`src/rtl/lpc_xlate_pkg.sv`:
```
package lpc_xlate_pkg;

  localparam int LPC_AW   = 32;
  localparam int LPC_SZW  = 8;
  localparam int LPC_SEGW = 4;
  localparam int LPC_CODW = 4;

  typedef enum logic [1:0] {
    SPC_IO  = 2'd0,
    SPC_MEM = 2'd1,
    SPC_FW  = 2'd2,
    SPC_RSV = 2'd3
  } lpc_space_e;

  typedef struct packed {
    logic                legal;
    logic [LPC_CODW-1:0] code;
  } rd_code_t;

  // End address, one bit wider than the address so a wrap is visible.
  function automatic logic [LPC_AW:0] span_end(input logic [LPC_AW-1:0] a,
                                               input logic [LPC_SZW-1:0] s);
    return {1'b0, a} + {{(LPC_AW+1-LPC_SZW){1'b0}}, s};
  endfunction

  // Segment number of the byte at the given address.
  function automatic logic [LPC_SEGW-1:0] seg_of(input logic [LPC_AW-1:0] a);
    return a[LPC_AW-1 -: LPC_SEGW];
  endfunction

  // Byte count to read-size code.
  function automatic rd_code_t size_code(input logic [LPC_SZW-1:0] s);
    rd_code_t r;
    r.legal = 1'b1;
    case (s)
      8'd1:    r.code = 4'd0;
      8'd2:    r.code = 4'd1;
      8'd4:    r.code = 4'd2;
      8'd16:   r.code = 4'd4;
      8'd128:  r.code = 4'd7;
      default: begin r.code = 4'd0; r.legal = 1'b0; end
    endcase
    return r;
  endfunction

endpackage

```
`src/rtl/lpc_bound_check.sv`:
```
module lpc_bound_check
  import lpc_xlate_pkg::*;
#(
  parameter logic [LPC_AW:0] IO_LIMIT  = 33'h0_0001_0000,
  parameter logic [LPC_AW:0] MEM_LIMIT = 33'h0_1000_0000
) (
  input  logic [1:0]          space,
  input  logic [LPC_AW-1:0]   addr,
  input  logic [LPC_SZW-1:0]  size,
  input  logic                write,
  output logic                legal,
  output logic                wrap_hit,
  output logic                seg_cross,
  output logic [LPC_CODW-1:0] rd_code
);

  logic [LPC_AW:0]   end_a;
  logic [LPC_AW-1:0] last_a;
  logic              size_zero;
  logic              byte_only;
  rd_code_t          rc;

  always_comb begin
    end_a     = span_end(addr, size);
    last_a    = end_a[LPC_AW-1:0] - 1'b1;
    size_zero = (size == '0);
    byte_only = (size == LPC_SZW'(1));
    wrap_hit  = end_a[LPC_AW];
    seg_cross = (seg_of(last_a) != seg_of(addr));
    rc        = size_code(size);
    rd_code   = rc.code;
  end

  always_comb begin
    legal = 1'b0;
    if (!size_zero && !wrap_hit) begin
      case (lpc_space_e'(space))
        SPC_IO:  legal = byte_only && (end_a <= IO_LIMIT);
        SPC_MEM: legal = byte_only && (end_a <= MEM_LIMIT);
        SPC_FW:  legal = !seg_cross && (write || rc.legal);
        default: legal = 1'b0;
      endcase
    end
  end

  // A size-0 request must never be legal.
  always_comb begin
    if (size_zero) assert (!legal) else $error("p_no_empty_r10");
  end

endmodule

```
`src/rtl/lpc_fw_cfg.sv`:
```
module lpc_fw_cfg
  import lpc_xlate_pkg::*;
#(
  parameter int RDSZ_LSB = 24
) (
  input  logic                clk,
  input  logic                rst_n,
  input  logic                fw_accept,
  input  logic                fw_read,
  input  logic [LPC_SEGW-1:0] seg_in,
  input  logic [LPC_CODW-1:0] code_in,
  output logic                seg_wr,
  output logic                rdsz_wr,
  output logic [LPC_SEGW-1:0] seg_q,
  output logic [LPC_AW-1:0]   rdsz_reg
);

  logic                seg_known;
  logic                code_known;
  logic [LPC_CODW-1:0] code_q;

  assign seg_wr  = fw_accept && (!seg_known || (seg_q != seg_in));
  assign rdsz_wr = fw_accept && fw_read && (!code_known || (code_q != code_in));

  always_ff @(posedge clk) begin
    if (!rst_n) begin
      seg_q      <= '0;
      seg_known  <= 1'b0;
      code_q     <= '0;
      code_known <= 1'b0;
    end else begin
      if (seg_wr) begin
        seg_q     <= seg_in;
        seg_known <= 1'b1;
      end
      if (rdsz_wr) begin
        code_q     <= code_in;
        code_known <= 1'b1;
      end
    end
  end

  always_comb begin
    rdsz_reg = '0;
    rdsz_reg[RDSZ_LSB +: LPC_CODW] = code_q;
  end

  p_seg_follows_r6: assert property (@(posedge clk) disable iff (!rst_n)
    seg_wr |=> (seg_q == $past(seg_in)));

  p_seg_hold_r8: assert property (@(posedge clk) disable iff (!rst_n)
    !seg_wr |=> $stable(seg_q));

  p_rdsz_hold_r8: assert property (@(posedge clk) disable iff (!rst_n)
    !rdsz_wr |=> $stable(rdsz_reg));

  p_rdsz_code_r7: assert property (@(posedge clk) disable iff (!rst_n)
    rdsz_wr |=> (rdsz_reg[RDSZ_LSB +: LPC_CODW] == $past(code_in)));

  p_no_write_rdsz_r9: assert property (@(posedge clk) disable iff (!rst_n)
    (fw_accept && !fw_read) |-> !rdsz_wr);

endmodule

```
`src/rtl/lpc_window_xlate.sv`:
```
module lpc_window_xlate
  import lpc_xlate_pkg::*;
#(
  parameter logic [LPC_AW-1:0] IO_BASE  = 32'hD001_0000,
  parameter logic [LPC_AW-1:0] MEM_BASE = 32'hE000_0000,
  parameter logic [LPC_AW-1:0] FW_BASE  = 32'hF000_0000
) (
  input  logic                clk,
  input  logic                rst_n,
  input  logic                req_valid,
  input  logic [1:0]          req_space,
  input  logic [31:0]         req_addr,
  input  logic [7:0]          req_size,
  input  logic                req_write,
  output logic                rsp_ok,
  output logic                rsp_perr,
  output logic                bus_start,
  output logic                bus_write,
  output logic [31:0]         bus_addr,
  output logic                seg_wr,
  output logic                rdsz_wr,
  output logic [3:0]          cfg_seg,
  output logic [31:0]         cfg_rdsz
);

  logic                legal;
  logic                wrap_hit;
  logic                seg_cross;
  logic [LPC_CODW-1:0] rd_code;
  logic                is_fw;
  logic                fw_accept;
  logic [LPC_AW-1:0]   win_base;

  lpc_bound_check u_chk (
    .space     (req_space),
    .addr      (req_addr),
    .size      (req_size),
    .write     (req_write),
    .legal     (legal),
    .wrap_hit  (wrap_hit),
    .seg_cross (seg_cross),
    .rd_code   (rd_code)
  );

  always_comb begin
    case (lpc_space_e'(req_space))
      SPC_IO:  win_base = IO_BASE;
      SPC_MEM: win_base = MEM_BASE;
      default: win_base = FW_BASE;
    endcase
  end

  assign is_fw     = (lpc_space_e'(req_space) == SPC_FW);
  assign rsp_ok    = req_valid && legal;
  assign rsp_perr  = req_valid && !legal;
  assign bus_start = rsp_ok;
  assign bus_write = rsp_ok && req_write;
  assign bus_addr  = rsp_ok ? (win_base + req_addr) : '0;
  assign fw_accept = rsp_ok && is_fw;

  lpc_fw_cfg u_cfg (
    .clk       (clk),
    .rst_n     (rst_n),
    .fw_accept (fw_accept),
    .fw_read   (!req_write),
    .seg_in    (seg_of(req_addr)),
    .code_in   (rd_code),
    .seg_wr    (seg_wr),
    .rdsz_wr   (rdsz_wr),
    .seg_q     (cfg_seg),
    .rdsz_reg  (cfg_rdsz)
  );

  p_reject_quiet_r10: assert property (@(posedge clk) disable iff (!rst_n)
    rsp_perr |-> (!bus_start && !seg_wr && !rdsz_wr && (bus_addr == '0)));

  p_wrap_reject_r4: assert property (@(posedge clk) disable iff (!rst_n)
    (req_valid && wrap_hit) |-> rsp_perr);

  p_cross_reject_r3: assert property (@(posedge clk) disable iff (!rst_n)
    (req_valid && is_fw && seg_cross) |-> !bus_start);

  p_excl_resp_r10: assert property (@(posedge clk) disable iff (!rst_n)
    $onehot0({rsp_ok, rsp_perr}));

  p_idle_quiet_r11: assert property (@(posedge clk) disable iff (!rst_n)
    !req_valid |-> !(bus_start || seg_wr || rdsz_wr || rsp_perr));

endmodule

```
`config.mk`:
```
export PLATFORM = sky130hd
export DESIGN_NAME = lpc_window_xlate
export DESIGN_NICKNAME = d
export VERILOG_FILES = /design/src/rtl/lpc_xlate_pkg.sv /design/src/rtl/lpc_bound_check.sv /design/src/rtl/lpc_fw_cfg.sv /design/src/rtl/lpc_window_xlate.sv
export SDC_FILE = /design/constraint.sdc
export NUM_CORES = 1
export LEC_CHECK = 0
export ABC_AREA = 0
export ABC_CLOCK_PERIOD_IN_PS = 16650
export BUFFER_PORTS_ARGS = -buffer_cell sky130_fd_sc_hd__clkbuf_2
export CORE_AREA = 3 3 80 82
export CTS_BUF_LIST = sky130_fd_sc_hd__clkbuf_8
export DETAILED_ROUTE_END_ITERATION = 7
export DIE_AREA = 0 0 83 85
export PLACE_DENSITY = 0.77
export REMOVE_ABC_BUFFERS = 1
export SLEW_MARGIN = 15
export SYNTH_ARGS = -nofsm -noshare
export SYNTH_HDL_FRONTEND = slang
export SYNTH_SLANG_ARGS = --single-unit
```
`constraint.sdc`:
```
create_clock -name clk -period 16.65 [get_ports clk]
set_input_delay 3.33 -clock clk [delete_from_list [all_inputs] [get_ports clk]]
set_output_delay 3.33 -clock clk [all_outputs]
set_load 0.02 [all_outputs]
```
==> flow_summary.toml, run 1 <==
[sta]
worstMarginPinSlew_ps = 495
finalHoldViolCount = 0
setup_viol = 0
rsz0062_at_grt = "no"
fin_ws_ps = 6150
hold_slack_ps = 466
fin_crit_ps = 10500
fmax_ghz = 0.0953
period_share_pct = 63.0
slew_headroom_pct = 66.8
totalNegativeSetupSlack_ps = 0
drv_slew = 0
fin_skew_ps = 0.436

[cts]
cts.sinks = 9
numCtsBuffers = 3
ctsResizeCount = 0
post_cts_buffers = 0
clk_latency_ps = 230
cts_buffer_depth = 2
cts_tree = "done"
cts_root_buf = "clkbuf_8"
clk_pin_slew_ps = 40
cts_max_level = 1
cts_hold_buffers = 0

[worst_setup_path]
cp_max_fo = 19
worst_ep_arrival_time_ps = 7170
crit_required_ps = 13320
r2r_start = "u_cfg.code_q[0]$_SDFFE_PN0P_"
cp-start-kind = "primary input"
critPathKind = "in -> out"
cp-end-kind = "output port"
critPathLaunch = "req_size[0]"

[synth]
yosys_most_used_dff = "dfxtp_1"
postSynthAreaPerCell_sq_um = 6.98
synth-edff-count = 0
syn_area_sq_um = 2600
ys_seq_area_share_pct = 6.94
synth_top_area_share_pct = 8.67
synth_area_leaders = "buf_4 8.7%, xnor2_1 7.4%, dfxtp_1 6.9%, ha_1 5.8%, xor2_1 5.4%"
synth_largest_area_cell = "buf_4"
synth.distinct_cells = 62
yosysWarnings = 0
ys_async_sr_fraction_pct = 0
synth-seq-cells = 9
netlist_top_cells_count = "37 x nor2_1, 34 x nand2_1, 30 x buf_4"
syn-instance-count = 372
synthMostInstantiatedCell = "nor2_1"

[final_layout]
drive_gt1_share_pct = 26.8
utilization_pct = 51.1
fillers = 627
nNetsFinal = 504
antenna_cells = 0
area_growth_pct = 14.3
fin_area_sq_um = 2970

[drt]
vias = 2861
viasPerCell = 5.51
dr.pass1.iters = 4
wirelength_um = 7040
drc = 0
post_drt_wl_per_cell_um = 13.6
ant_nets = 0
drt-initial-drc-count = 158

[floorplan]
row_count = 28
start_util_pct = 44.7
io_pins = 120
dieArea_sq_um = 7060
die-height_um = 85
coreArea_sq_um = 5820
chipWidth_um = 83

[placement]
globalplace.congestion = 0.906
place_hpwl_um = 5840
portBuffers = 90
place_area_sq_um = 2920
pre_cts_slack_ps = 6160

[hold_path]
hold_start = "u_cfg.code_known$_SDFFE_PN0P_"
hp-class = "reg -> reg"

[run_status]
status = "finished clean"

[pwr]
p_leak_nw = 1.34
powerDensity_nw_per_um2 = 35.3
peakVddDrop_mv = 0.0417

[global_route]
grt_pass1_wl_um = 11900
grt_max_degree = 20
antenna_found_initial = 0
globalRouteTotalUtil_pct = 19.2
grt_pass1_vias = 2572
grt_overflow = 0

[job]
drv_cap = 0
==> metrics by stage <==
step	std cells	power, W
global route	519	0.000114
CTS	519	0.000105
detailed placement	515	0.0000807
global placement	515	0.0000802
finish	519	0.000105
floorplan	350	0.0000599
==> cells by family after synthesis <==
kind of cell             share of synthesized area, %
flip-flops                                       6.94
multiplexers                                     4.77
XOR/XNOR                                         12.8
other                                           0.144
buffers and inverters                            14.0
AND/OR/NAND/NOR                                  35.3
adder cells (fa/ha/maj)                          6.55
AO/OA/AOI/OAI                                    19.5
==> state kept, by name, summed over array words and instances, names as in the netlist <==
register	cells
u_cfg.code_known	1
u_cfg.code_q	3
u_cfg.seg_known	1
u_cfg.seg_q	4
==> routing by layer <==
layer	wire length [um]	track usage [%]	share of wire (%)
met5	0	0	0
met4	67	3.57	0.95
met3	459	2.62	6.5
met1	3040	25.3	43
met2	3470	33.7	49
==> cell usage in the layout, fill, tap and decap left out, types with 13 or more instances in the layout <==
| cell type | n |
|---|---|
| nand3_1 | 13 |
| nor2_1 | 37 |
| xnor2_1 | 22 |
| clkbuf_2 | 90 |
| conb_1 | 29 |
| xor2_1 | 16 |
| nor3_1 | 14 |
| nand2_1 | 34 |
==> power breakdown <==
group	internal (W)	switching (W)	total, W
Clock	0.0000160	0.00000788	0.0000239
Combinational	0.0000209	0.0000382	0.0000592
Sequential	0.0000218	0.0000000917	0.0000219
Total	0.0000587	0.0000462	0.000105
==> worst paths after layout <==
path	endpoint	slack (ps)	cells after the start
max	bus_addr[29]	6150	16
min reg2reg	u_cfg.code_known$_SDFFE_PN0P_	470	2
min	u_cfg.code_known$_SDFFE_PN0P_	470	2
max reg2reg	u_cfg.code_q[0]$_SDFFE_PN0P_	15250	7
==> layout make-up <==
type	instances	area, sq um	share of cell area [%]
inverter	11	41.3	1.39
sequential	9	180	6.07
multi-input combinational	330	2160	72.7
tap	75	93.8	3.16
clock buffer	3	41.3	1.39
timing repair buffer	90	450	15.2
clock inverter	1	3.75	0.126
==> critical path, stage by stage <==
cell and delay [ps]:
clkbuf_2 150, ha_1 200, inv_1 60, fa_1 430
nor2b_4 140, o31a_1 350, o211ai_1 190, or3_1 390
a211oi_1 300, nand4_1 180, o41ai_1 450, a32oi_2 170
nand2_4 230, nand2_4 170, nor3_1 220, clkbuf_2 190
(Power assumes the default switching activity.)
==> inputs of run 2 (changes only) <==
Settings changed: ABC_AREA 0 to 1, ABC_CLOCK_PERIOD_IN_PS 16650 to 10240, CORE_AREA 3 3 80 82 to 3 3 91 93, DIE_AREA 0 0 83 85 to 0 0 94 96, PLACE_DENSITY 0.77 to 0.72.
Clock period 16.65 ns to 10.24 ns, I/O delays scaled along.
==> flow_summary.toml, run 2 <==
[sta]
drv_slew = 0
worstMarginPinSlew_ps = 707
fin_crit_ps = 7620
period_share_pct = 74.4
setup_viol = 0
totalNegativeSetupSlack_ps = 0
slew_headroom_pct = 52.4
hold_slack_ps = 460
finalHoldViolCount = 0
fin_skew_ps = 3.49
rsz0062_at_grt = "no"
fmax_ghz = 0.131

[drt]
post_drt_wl_per_cell_um = 12.5
dr.pass1.iters = 5
drt-initial-drc-count = 214
viasPerCell = 4.91
wirelength_um = 10600
ant_nets = 0
drc = 0
vias = 4163

[synth]
yosys_most_used_dff = "dfxtp_1"
synth-seq-cells = 9
netlist_top_cells_count = "204 x nand2_1, 107 x nor2_1, 99 x inv_1"
synth_largest_area_cell = "nand2_1"
ys_seq_area_share_pct = 5.32
synth_top_area_share_pct = 22.6
synth-edff-count = 0
yosysWarnings = 0
syn-instance-count = 657
synthMostInstantiatedCell = "nand2_1"
syn_area_sq_um = 3390
synth.distinct_cells = 43
synth_area_leaders = "nand2_1 23%, nor2_1 12%, inv_1 11%, nand3_1 7.7%, buf_4 6.6%"
postSynthAreaPerCell_sq_um = 5.16
ys_async_sr_fraction_pct = 0

[worst_setup_path]
crit_required_ps = 8190
worst_ep_arrival_time_ps = 5570
critPathKind = "in -> out"
cp-start-kind = "primary input"
r2r_end = "u_cfg.seg_q[3]$_SDFFE_PN0P_"
r2r_start = "u_cfg.seg_q[2]$_SDFFE_PN0P_"
cp-end-kind = "output port"
rrSetupSlack_ps = 8900
rr_worst_depth = 7
cp_max_fo = 29

[final_layout]
top_register = "u_cfg.seg_q"
layout.cells.most_common = "nand2_1"
area_growth_pct = 13.9
antenna_cells = 0
fin_area_sq_um = 3860
nNetsFinal = 806
top_regs = "u_cfg.seg_q: 4 flops, u_cfg.code_q: 3 flops"
mostFrequentLayoutCells = "204 x nand2_1, 107 x nor2_1, 100 x inv_1, 90 x clkbuf_2, 52 x nand3_1"
drive_gt1_share_pct = 20.5
largest_reg_flops = 4

[floorplan]
start_util_pct = 44.5
coreArea_sq_um = 7610
die-height_um = 96
io_pins = 120
row_count = 32
chipWidth_um = 94
dieArea_sq_um = 9020

[global_route]
grt_overflow = 0
grt_pass1_wl_um = 17100
globalRouteTotalUtil_pct = 23.1
grt_max_degree = 30
grt_pass1_vias = 3827
antenna_found_initial = 0

[pwr]
p_leak_nw = 2.16
powerDensity_nw_per_um2 = 51.1
power_w = 0.000197
peakVddDrop_mv = 0.0725

[job]
drv_cap = 0

[placement]
place_hpwl_um = 9260
portBuffers = 90
place_area_sq_um = 3810
globalplace.congestion = 0.964

[cts]
cts_buffer_depth = 2
cts_root_buf = "clkbuf_8"
numCtsBuffers = 3
cts_tree = "done"
ctsResizeCount = 0
post_cts_buffers = 0
clk_pin_slew_ps = 40
cts.sinks = 9
clk_latency_ps = 230
cts_hold_buffers = 0
cts_max_level = 1

[hold_path]
hold_start = "u_cfg.seg_known$_SDFFE_PN0P_"
hp-class = "reg -> reg"
hold_end = "u_cfg.seg_known$_SDFFE_PN0P_"
holdPathStages = 2

[run_status]
status = "finished clean"
==> run 2: changes by cell type after synthesis, moves of 17 or more <==
cell / delta
nand2_1: +170
inv_1: +88
nor2_1: +70
nand3_1: +39
xnor2_1: -19
nor2_2: +17
==> run 2: final cells by class <==
class                      instances  area [sq um]
timing repair buffer              90           450
clock buffer                       3          41.3
fill                             898          3750
inverter                         112           428
tap                              102           128
sequential                         9           180
multi-input combinational        531          2630
clock inverter                     1          3.75
==> run 2: per-stage QoR <==
stage / util (%) / setup WS, ps / cells
floorplan: - / 3220 / 652
global placement: 50.1 / 2730 / 844
detailed placement: 50.1 / 2610 / 844
CTS: 50.7 / 2620 / 848
global route: 50.7 / 2250 / 848
finish: 50.7 / 2620 / 848
==> run 2: how the worst max path moves through the flow <==
stage,from,end,slack (ps),cells after the start
2_1_floorplan,req_addr[0],bus_addr[20],3220,23
3_3_place_gp,req_size[0],bus_addr[20],2730,25
3_5_place_dp,req_size[0],bus_addr[20],2610,25
4_1_cts,req_size[0],bus_addr[20],2620,25
5_1_grt,req_size[0],bus_addr[20],2250,26
6_report,req_size[0],bus_addr[20],2620,25
==> run 2: cells by family after synthesis <==
group	Yosys count	share of synthesized area (%)
fa+ha+maj	13	5.02
xor+xnor	11	2.84
other cells	1	0.111
simple gates	444	60.3
compound gates	34	6.17
buf+inv	145	20.3
flops	9	5.32
==> run 2: routing by layer <==
metal  GRT usage [%]  vias to the layer above  share of wire [%]
li1                -                     2171                  -
met1            31.7                     1838                 47
met2            40.4                      148                 46
met3            1.80                        6                6.3
met4            2.77                        0               0.49
met5               0                        -                  0
==> run 2: where the power goes <==
group          internal (W)  leakage [nW]  switching (W)
clock             0.0000260        0.0269      0.0000124
combinational     0.0000351          2.07      0.0000877
sequential        0.0000356        0.0726    0.000000312
total             0.0000966          2.16       0.000100
==> run 2: worst max-delay path: stages <==
cell,delay [ps]
clkbuf_2,110
ha_1,230
inv_1,70
fa_1,380
inv_1,100
nand2_1,80
nand2_1,100
nand3_2,100
nand2_4,160
nand2_2,120
xor2_1,180
a21oi_1,270
nand2_1,90
nor2_1,120
nand3_1,80
nand2_1,70
inv_1,40
nor2_1,70
nand2_1,60
nand2_2,100
nand3_4,310
inv_4,230
o21ai_0,110
a21oi_1,140
clkbuf_2,190
